$ cat src/rtl/tblrd_pkg.sv
package tblrd_pkg;
  typedef enum logic [1:0] {
    MODE_KEEP    = 2'b00,
    MODE_POSTINC = 2'b01,
    MODE_POSTDEC = 2'b10,
    MODE_PREINC  = 2'b11
  } rdMode_e;

  typedef enum logic [1:0] {
    SEL_LOW   = 2'd0,
    SEL_HIGH  = 2'd1,
    SEL_UPPER = 2'd2
  } regSel_e;

  typedef struct packed {
    logic capture;
    logic commit;
  } ctrlStrb_t;
endpackage

$ cat src/rtl/tblrd_ctrl.sv
module tblrd_ctrl
  import tblrd_pkg::*;
(
  input  logic      clk,
  input  logic      rstN,
  input  logic      rdStart,
  input  logic      memValid,
  output ctrlStrb_t strb,
  output logic      busy,
  output logic      done,
  output logic      memReq
);
  typedef enum logic {ST_IDLE, ST_WAIT} state_e;
  state_e stateQ;
  logic   doneQ;

  always_comb begin
    strb.capture = (stateQ == ST_IDLE) && rdStart;
    strb.commit  = (stateQ == ST_WAIT) && memValid;
  end

  always_ff @(posedge clk) begin
    if (!rstN) begin
      stateQ <= ST_IDLE;
      doneQ  <= 1'b0;
    end else begin
      doneQ <= strb.commit;
      if (strb.capture)     stateQ <= ST_WAIT;
      else if (strb.commit) stateQ <= ST_IDLE;
    end
  end

  assign busy   = (stateQ == ST_WAIT);
  assign memReq = busy;
  assign done   = doneQ;

  p_done_pulse_r9: assert property (@(posedge clk) disable iff (!rstN)
    done |=> !done);
  p_req_hold_r9: assert property (@(posedge clk) disable iff (!rstN)
    (memReq && !memValid) |=> memReq);
  p_done_after_valid_r9: assert property (@(posedge clk) disable iff (!rstN)
    (memReq && memValid) |=> (done && !busy));
endmodule

$ cat src/rtl/tblrd_dpath.sv
module tblrd_dpath
  import tblrd_pkg::*;
#(
  parameter int PTR_W  = 22,
  parameter int WORD_W = 16
) (
  input  logic               clk,
  input  logic               rstN,
  input  ctrlStrb_t          strb,
  input  logic [1:0]         rdMode,
  input  logic               regWrEn,
  input  logic [1:0]         regSel,
  input  logic [7:0]         regWrData,
  input  logic [WORD_W-1:0]  memData,
  output logic [7:0]         ptrLow,
  output logic [7:0]         ptrHigh,
  output logic [7:0]         ptrUpper,
  output logic [7:0]         latchOut,
  output logic [PTR_W-2:0]   memAddr
);
  localparam int REG_W  = 24;
  localparam int LOW_W  = PTR_W - 1;
  localparam int HALF_W = WORD_W / 2;
  localparam logic [REG_W-1:0] PTR_MASK = (REG_W'(1) << PTR_W) - REG_W'(1);

  logic [REG_W-1:0] ptrQ;
  logic [REG_W-1:0] ptrNext;
  logic [PTR_W-1:0] ptrCur;
  logic [PTR_W-1:0] effPtrQ;
  logic [PTR_W-1:0] effStart;
  logic [PTR_W-1:0] autoPtr;
  rdMode_e          modeQ;
  logic [7:0]       latchQ;

  function automatic logic [PTR_W-1:0] stepPtr(input logic [PTR_W-1:0] p, input logic down);
    logic [LOW_W-1:0] low;
    low = down ? (p[LOW_W-1:0] - LOW_W'(1)) : (p[LOW_W-1:0] + LOW_W'(1));
    return {p[PTR_W-1], low};
  endfunction

  assign ptrCur   = ptrQ[PTR_W-1:0];
  assign effStart = (rdMode_e'(rdMode) == MODE_PREINC) ? stepPtr(ptrCur, 1'b0) : ptrCur;

  always_comb begin
    case (modeQ)
      MODE_POSTINC: autoPtr = stepPtr(effPtrQ, 1'b0);
      MODE_POSTDEC: autoPtr = stepPtr(effPtrQ, 1'b1);
      default:      autoPtr = effPtrQ;
    endcase
  end

  always_comb begin
    ptrNext = ptrQ;
    if (strb.commit) ptrNext = REG_W'(autoPtr);
    if (regWrEn) begin
      case (regSel_e'(regSel))
        SEL_LOW:   ptrNext[7:0]   = regWrData;
        SEL_HIGH:  ptrNext[15:8]  = regWrData;
        SEL_UPPER: ptrNext[23:16] = regWrData;
        default:   ;
      endcase
    end
    ptrNext = ptrNext & PTR_MASK;
  end

  always_ff @(posedge clk) begin
    if (!rstN) begin
      ptrQ    <= '0;
      effPtrQ <= '0;
      modeQ   <= MODE_KEEP;
      latchQ  <= '0;
    end else begin
      ptrQ <= ptrNext;
      if (strb.capture) begin
        effPtrQ <= effStart;
        modeQ   <= rdMode_e'(rdMode);
      end
      if (strb.commit)
        latchQ <= effPtrQ[0] ? memData[WORD_W-1:HALF_W] : memData[HALF_W-1:0];
    end
  end

  assign ptrLow   = ptrQ[7:0];
  assign ptrHigh  = ptrQ[15:8];
  assign ptrUpper = ptrQ[23:16];
  assign latchOut = latchQ;
  assign memAddr  = effPtrQ[PTR_W-1:1];

  p_space_kept_r8: assert property (@(posedge clk) disable iff (!rstN)
    (strb.commit && !(regWrEn && regSel == 2'd2)) |=> (ptrQ[PTR_W-1] == $past(effPtrQ[PTR_W-1])));
  p_sel3_inert_r2: assert property (@(posedge clk) disable iff (!rstN)
    (regWrEn && regSel == 2'd3 && !strb.commit) |=> $stable(ptrQ));
endmodule

$ cat src/rtl/tblrd_unit.sv
module tblrd_unit
  import tblrd_pkg::*;
#(
  parameter int PTR_W  = 22,
  parameter int WORD_W = 16
) (
  input  logic              clk,
  input  logic              rstN,
  input  logic              regWrEn,
  input  logic [1:0]        regSel,
  input  logic [7:0]        regWrData,
  output logic [7:0]        ptrLow,
  output logic [7:0]        ptrHigh,
  output logic [7:0]        ptrUpper,
  output logic [7:0]        latchOut,
  input  logic              rdStart,
  input  logic [1:0]        rdMode,
  output logic              busy,
  output logic              done,
  output logic              memReq,
  output logic [PTR_W-2:0]  memAddr,
  input  logic              memValid,
  input  logic [WORD_W-1:0] memData
);
  ctrlStrb_t strb;

  tblrd_ctrl u_ctrl (
    .clk(clk), .rstN(rstN), .rdStart(rdStart), .memValid(memValid),
    .strb(strb), .busy(busy), .done(done), .memReq(memReq)
  );

  tblrd_dpath #(.PTR_W(PTR_W), .WORD_W(WORD_W)) u_dpath (
    .clk(clk), .rstN(rstN), .strb(strb), .rdMode(rdMode),
    .regWrEn(regWrEn), .regSel(regSel), .regWrData(regWrData),
    .memData(memData), .ptrLow(ptrLow), .ptrHigh(ptrHigh),
    .ptrUpper(ptrUpper), .latchOut(latchOut), .memAddr(memAddr)
  );

  p_addr_stable_r10: assert property (@(posedge clk) disable iff (!rstN)
    (memReq && !memValid) |=> $stable(memAddr));
  p_upper_clear_r2: assert property (@(posedge clk) disable iff (!rstN)
    ptrUpper[7:6] == 2'b00);
endmodule

$ cat config.mk
export PLATFORM = sky130hd
export DESIGN_NAME = tblrd_unit
export DESIGN_NICKNAME = d
export VERILOG_FILES = /design/src/rtl/tblrd_pkg.sv /design/src/rtl/tblrd_ctrl.sv /design/src/rtl/tblrd_dpath.sv /design/src/rtl/tblrd_unit.sv
export SDC_FILE = /design/constraint.sdc
export NUM_CORES = 1
export LEC_CHECK = 0
export BUFFER_PORTS_ARGS = -buffer_cell sky130_fd_sc_hd__buf_4
export CORE_MARGIN = 8
export CORE_UTILIZATION = 55
export CTS_BUF_LIST = sky130_fd_sc_hd__clkbuf_8
export CTS_CLUSTER_SIZE = 8
export DETAILED_ROUTE_END_ITERATION = 16
export PLACE_DENSITY = 0.8
export SYNTH_ARGS = -nofsm -noshare
export SYNTH_HDL_FRONTEND = slang
export SYNTH_HIERARCHICAL = 1
export SYNTH_SLANG_ARGS = --single-unit
$ cat constraint.sdc
create_clock -name clk -period 3.6 [get_ports clk]
set_input_delay 0.72 -clock clk [delete_from_list [all_inputs] [get_ports clk]]
set_output_delay 0.72 -clock clk [all_outputs]
set_load 0.03 [all_outputs]
# Word-level counts from Yosys, hierarchy flattened
# Index checks and enable logic that the tools add are counted.
dict set report classes {
  mux 10
  n_bitwise 1
  n_addsub 3
  n_eq_ne 5
  n_reduce_logical 4
}
# cell n
set op_table {}
lappend op_table {{22-bit two-way mux} 2}
lappend op_table {{21-bit by 1-bit adder with 21-bit output, second input constant} 2}
lappend op_table {{21-bit case mux with 2 select lines} 1}
lappend op_table {{8-bit two-way mux} 3}
lappend op_table {{21-bit two-way mux} 1}
lappend op_table {{21-bit by 1-bit subtractor with 21-bit output, second input constant} 1}
lappend op_table {{2-bit equality test, second input constant} 3}
lappend op_table {{6-bit two-way mux} 1}
lappend op_table {{2-bit by 1-bit equality test with 1-bit output, second input constant} 2}
lappend op_table {{1-bit logical AND} 2}
lappend op_table {{2-bit zero test} 1}
lappend op_table {{1-bit two-way mux} 2}
lappend op_table {{2-bit nonzero test} 1}
lappend op_table {{1-bit NOT} 1}
dict set report word_totals {
  ff_bits 56
  output_inout_bits 56
}

# Longest topological paths before layout
dict set report logic_depth {
  depth_word 5
  depth_mapped 15
  depth_no_buf 11
}

# Cells and area by module
# Netlist, hierarchy kept.
# module area_each_um2 seq_area_each_um2 n_inst cells_each
set modules_own_cells {}
lappend modules_own_cells {tblrd_dpath 4463.0 1081.0 1 593}
lappend modules_own_cells {tblrd_ctrl 80.1 40.0 1 8}

# Worst setup path after synthesis
# Ideal clock, no wire load.
dict set report synth_timing {
  path_type {reg2reg}
  from {register u_dpath.modeQ[0]}
  to {register u_dpath.ptrQ[12]}
  setup_ps 121
  required_time_ps 3479
  slack_ps 464
  stages_incl_launch_ff 16
  arrival_time_ps 3015
  synth_period_minus_slack_ps 3136
  cell_sequence {dfxtp_1 > inv_1 > ha_1 > buf_2 > buf_2 > buf_2 > buf_2 > xor2_1 > ha_1 > or3_4 > a21oi_4 > o311ai_2 > and3_1 > or3_1 > a21oi_1 > o31ai_1}
}
dict set report synth_via {
  elab_chain_len 5
  word_cells_on_any_way 6
  cone_classes {2 x eq/ne; 4 x mux}
}
# item line
set synth_rtl {}
lappend synth_rtl {{start, declared} tblrd_dpath.sv:32} ;# rdMode_e modeQ;
lappend synth_rtl {{start signal, assigned} tblrd_dpath.sv:76} ;# modeQ <= rdMode_e'(rdMode);
lappend synth_rtl {{2-bit equality test or 2-bit by 1-bit equality test with 1-bit output (tied branches)} tblrd_dpath.sv:45} ;# case (modeQ)
lappend synth_rtl {{21-bit case mux with 2 select lines (*)} tblrd_dpath.sv:45}
lappend synth_rtl {{22-bit two-way mux (*)} tblrd_dpath.sv:54} ;# if (strb.commit) ptrNext = REG_W'(autoPtr);
lappend synth_rtl {{8-bit two-way mux} tblrd_dpath.sv:56} ;# case (regSel_e'(regSel))
lappend synth_rtl {{22-bit two-way mux (*)} tblrd_dpath.sv:55} ;# if (regWrEn) begin
lappend synth_rtl {{end signal, assigned} tblrd_dpath.sv:73} ;# ptrQ <= ptrNext;
lappend synth_rtl {{end, declared} tblrd_dpath.sv:26} ;# logic [REG_W-1:0] ptrQ;
# Mark *: on every way between the ends. The rest lies on a longest branch, timed or not.
# A chain may end at the register's enable or synchronous reset.

# Worst setup path after layout
dict set report layout_timing {
  from {register u_dpath.effPtrQ[1]}
  to {register u_dpath.ptrQ[18]}
}
dict set report layout_via {
  elab_chain_len 5
  word_cells_on_any_way 6
  cone_classes {2 x add/sub; 4 x mux}
}
# item line
set layout_rtl {}
lappend layout_rtl {{start, declared} tblrd_dpath.sv:29} ;# logic [PTR_W-1:0] effPtrQ;
lappend layout_rtl {{start signal, assigned} tblrd_dpath.sv:75} ;# effPtrQ <= effStart;
lappend layout_rtl {{21-bit by 1-bit subtractor with 21-bit output or 21-bit by 1-bit adder with 21-bit output (tied branches)} -}
lappend layout_rtl {{21-bit case mux with 2 select lines (*)} tblrd_dpath.sv:45}
lappend layout_rtl {{22-bit two-way mux (*)} tblrd_dpath.sv:54}
lappend layout_rtl {{6-bit two-way mux} tblrd_dpath.sv:56}
lappend layout_rtl {{22-bit two-way mux (*)} tblrd_dpath.sv:55}
# Marks and branches as above.

==> impl_results.md <==
* Number of antenna-violating nets in the routed design at 0
* Maximum number of pins on one net before global-route repair at 58
* Wire length of the first global-routing pass at 21800 um
* Number of DRC markers in iteration 0 at between 300 and 400
* Period minus WS final at 2.89 ns
* Slew Limit Headroom at 36.8%
* Setup TNS at 0 ns
* Detail Placement HPWL at 9690 um
* Total of cells resized after clock tree synthesis at 0
* Critical path capture point type: flip-flop
* GRT met1 Usage at between 20% and 30%
* RSZ-0062 raised after global routing: false
* Vias in the first global route at 4300
* Number of port buffers at 86
* Async set or reset register ratio after synthesis at 0%
* Maximum root-to-sink buffer count at 2
* Fraction of final layout cells sized beyond drive strength 1 at 19.7%
* Cell Count Post-Placement at 721
* Largest vdd supply drop at 0.268 mV
* Synth top area cells: sky130_fd_sc_hd__dfxtp_1 25%, sky130_fd_sc_hd__nor2_1 5.0%, sky130_fd_sc_hd__buf_4 4.5%
* Die area at 0.0114 sq mm
* Post-synthesis average cell area at 7.56 sq um
* Met3 demand-to-capacity share in global routing at around 5.8%
* Power density normalized to cell area at 325 mW/mm^2
* Critical path required time at 3.81 ns
* Quantity of hold-fixing buffers added after cts at 0
* Number of cells produced by synthesis at between 600 and 700
* Maximum operating frequency at 0.346 GHz
* Highest-utilization routing layer at the global route stage: met2
* Worst min-delay path class: flip-flop to flip-flop
* Yosys warning count at 6
* Effective utilization at floorplan at 56.1%
* Status: completed
* Worst-skew pair later-pin latency at 0.31 ns
* Final nets at 660
* Std-Cell Rows at 33
* Filler Cell Count at 766
* All-Layer GR Usage at 22.8%
* Kind of cell with the highest combined delay on the critical path: compound AO/OA/AOI/OAI gates
* Vias at about 4600
* Post-Synth XOR/XNOR Area at 8.10%
* Area of the core at roughly 0.008 sq mm
* Number of antenna diodes at 0
* Cts bufs inserted at 5
* Endpoints failing hold at 0
* Final setup violation count at 0
* CTS tree: yes
* Met2 usage at 36.6%
* Count of flip-flops with a built-in enable after synthesis at 0
* DR pass1 iterations at 5
* CTS H-tree lvls at 2
* Mapped cell area at 0.00454 sq mm
* Combinational family with the most area after synthesis: compound AO/OA/AOI/OAI gates
* Detail-routed via count per cell at around 6.3
* Clock-pin slew reported for the worst setup and hold paths after clock tree synthesis at 0.11 ns
* TritonCTS sink count at 56
* Master of the slowest instance on the critical path: sky130_fd_sc_hd__dfxtp_1
* Classification of the worst setup path: flip-flop to flip-flop
* Multiplexer share of the synthesized area at 4.41%
* Share of the synthesized area in compound gates (AO/OA/AOI/OAI) at between 20 and 30%
* Synthesis-stage register bit count at 56
* Transition at the pin with the smallest max-transition slack at 0.947 ns
* Total of max-cap violations at 0
* Synthesized-area fraction occupied by adder cells at 1.10%
* Startpoint Class: flip-flop
* Most common flop cell mapped by yosys: sky130_fd_sc_hd__dfxtp_1
* Number of standard cells in the layout, taps in and fillers out at 729
* Total design power at 1.64 mW
* Final GP Congestion at 0.891
* Setup Buffers After CTS at 0
* Leakage power summed over all cells at about 1.9 nW
* Average routed wire per standard cell at 18.5 um
* Clock root cell: sky130_fd_sc_hd__clkbuf_8
* Cell accounting for the most synthesized area: sky130_fd_sc_hd__dfxtp_1
* Final cycle utilization of the critical path at 80.3%
* Simple logic cell fraction of the synthesized area at 23.4%
* Count of pins on the block boundary at 89
* Top cell type's share of synthesized area at around 25%
* Final setup skew at 0.0108 ns
* Worst-path maximum fanout at 11
* Arrival time at the worst endpoint at between 3 and 4 ns
* Remaining routing DRC violations at 0
* Max Slew Vio Count at 0
* Total detailed-routing wirelength at 13500 um
* Final Core Density at 62.4%
* Die boundary height at ~110 um
* Buffers & Inverters on Critical Path at 0
* Width of the die at ~110 um
* Sequence of cells on the critical path: xor2_1, ha_1, a21boi_1, o22ai_2, o311ai_1, a31oi_1, xnor2_1, a21oi_1, o221a_1
* Global route overflow at 0
* Initial antenna violation count at 0
* Share of synthesized area occupied by flip-flops and latches at roughly 25%
* Max stage delay on crit path at around 0.6 ns
* Signed area change from the synthesized netlist to the final layout at 11.2%
* Number of distinct library cells after synthesis at 76
-- cell usage after synthesis, drive strengths merged (5+ instances only) --
cell and number:
nor3 10, nand2 42, buf 48, nand3b 6
a41oi 5, and3 7, and2 7, mux2i 20
xnor2 22, or3 10, nor3b 6, nand3 20
o21ai 48, nand2b 7, o31a 6, a21oi 38
clkbuf 31, o31ai 5, a211oi 21, a21o 5
inv 10, a22oi 7, a211o 5, nand4 9
dfxtp 56, nor2 60, xor2 20
-- registers in the layout, indices dropped and copies added, names as in the netlist --
signal and count:
u_ctrl/busy 1, u_ctrl/done 1, u_dpath/effPtrQ 22, u_dpath/latchOut 8, u_dpath/modeQ 2, u_dpath/ptrQ 22
-- stage by stage --
step | instance area, sq um | setup slack [ns] | hold WS [ns]
2_1_floorplan | 4550 | 0.464 | 0.460
3_3_place_gp | 4960 | 0.951 | 0.473
3_5_place_dp | 4960 | 0.853 | 0.479
4_1_cts | 5050 | 0.823 | 0.498
5_1_grt | 5050 | 0.535 | 0.520
6_report | 5050 | 0.708 | 0.499
-- worst reg2reg max path: stages, from the launching register on --
cell and delay [ns]:
sky130_fd_sc_hd__dfxtp_1 0.60, sky130_fd_sc_hd__xor2_1 0.21, sky130_fd_sc_hd__ha_1 0.20, sky130_fd_sc_hd__a21boi_1 0.20, sky130_fd_sc_hd__o22ai_2 0.15, sky130_fd_sc_hd__o311ai_1 0.57
sky130_fd_sc_hd__a31oi_1 0.20, sky130_fd_sc_hd__xnor2_1 0.30, sky130_fd_sc_hd__a21oi_1 0.12, sky130_fd_sc_hd__o221a_1 0.25
-- layer usage --
layer,vias up,routed length (um)
met3,20,1180
met5,-,0
met1,2172,5810
met4,0,215
met2,227,6270
li1,2208,-
-- layout by cell type, fill, tap and decap left out, types with 6 or more instances in the layout --
cell / n
sky130_fd_sc_hd__nand3_1: 20
sky130_fd_sc_hd__o21ai_0: 40
sky130_fd_sc_hd__nor3_1: 10
sky130_fd_sc_hd__o31a_1: 6
sky130_fd_sc_hd__o21ai_1: 8
sky130_fd_sc_hd__nor2_1: 60
sky130_fd_sc_hd__nand2b_1: 7
sky130_fd_sc_hd__nand3b_1: 6
sky130_fd_sc_hd__nand4_1: 9
sky130_fd_sc_hd__xor2_1: 20
sky130_fd_sc_hd__xnor2_1: 22
sky130_fd_sc_hd__a22oi_1: 7
sky130_fd_sc_hd__inv_1: 10
sky130_fd_sc_hd__dfxtp_1: 56
sky130_fd_sc_hd__mux2i_1: 20
sky130_fd_sc_hd__buf_4: 93
sky130_fd_sc_hd__nand2_1: 42
sky130_fd_sc_hd__a211oi_1: 20
sky130_fd_sc_hd__or3_1: 8
sky130_fd_sc_hd__and3_1: 7
sky130_fd_sc_hd__a21oi_1: 35
-- area by class of cell --
cell class              instances  area [sq um]  area share [%]
multi-input cells             457          2970            58.8
repair buffers                 93           698            13.8
flip-flops and latches         56          1120            22.2
clock inverters                 3          23.8           0.470
inverters                      10          37.5           0.743
clock buffers                   5          68.8            1.36
well taps                     105           131            2.60
-- where the power goes --
| part | switching, mW | internal (mW) |
|---|---|---|
| Sequential | 0.0933 | 0.662 |
| Clock | 0.217 | 0.138 |
| Combinational | 0.321 | 0.213 |
-- path summary, 6_finish.rpt --
check                                    from                          endpoint  slack (ns)  cells past startpoint
min          u_dpath/latchOut[6]$_SDFFE_PN0P_  u_dpath/latchOut[6]$_SDFFE_PN0P_        0.50                      2
min reg2reg  u_dpath/latchOut[6]$_SDFFE_PN0P_  u_dpath/latchOut[6]$_SDFFE_PN0P_        0.50                      2
max           u_dpath/effPtrQ[1]$_SDFFE_PN0P_       u_dpath/ptrQ[18]$_SDFF_PN0_        0.71                      9
max reg2reg   u_dpath/effPtrQ[1]$_SDFFE_PN0P_       u_dpath/ptrQ[18]$_SDFF_PN0_        0.71                      9
-- cell families after synthesis --
logic type | after synthesis
compound gates | 183
mux | 20
xor+xnor | 42
other cells | 1
simple gates | 206
buf+inv | 89
fa+ha+maj | 4
flops | 56
Note: power is estimated with default switching activity, not from simulation.
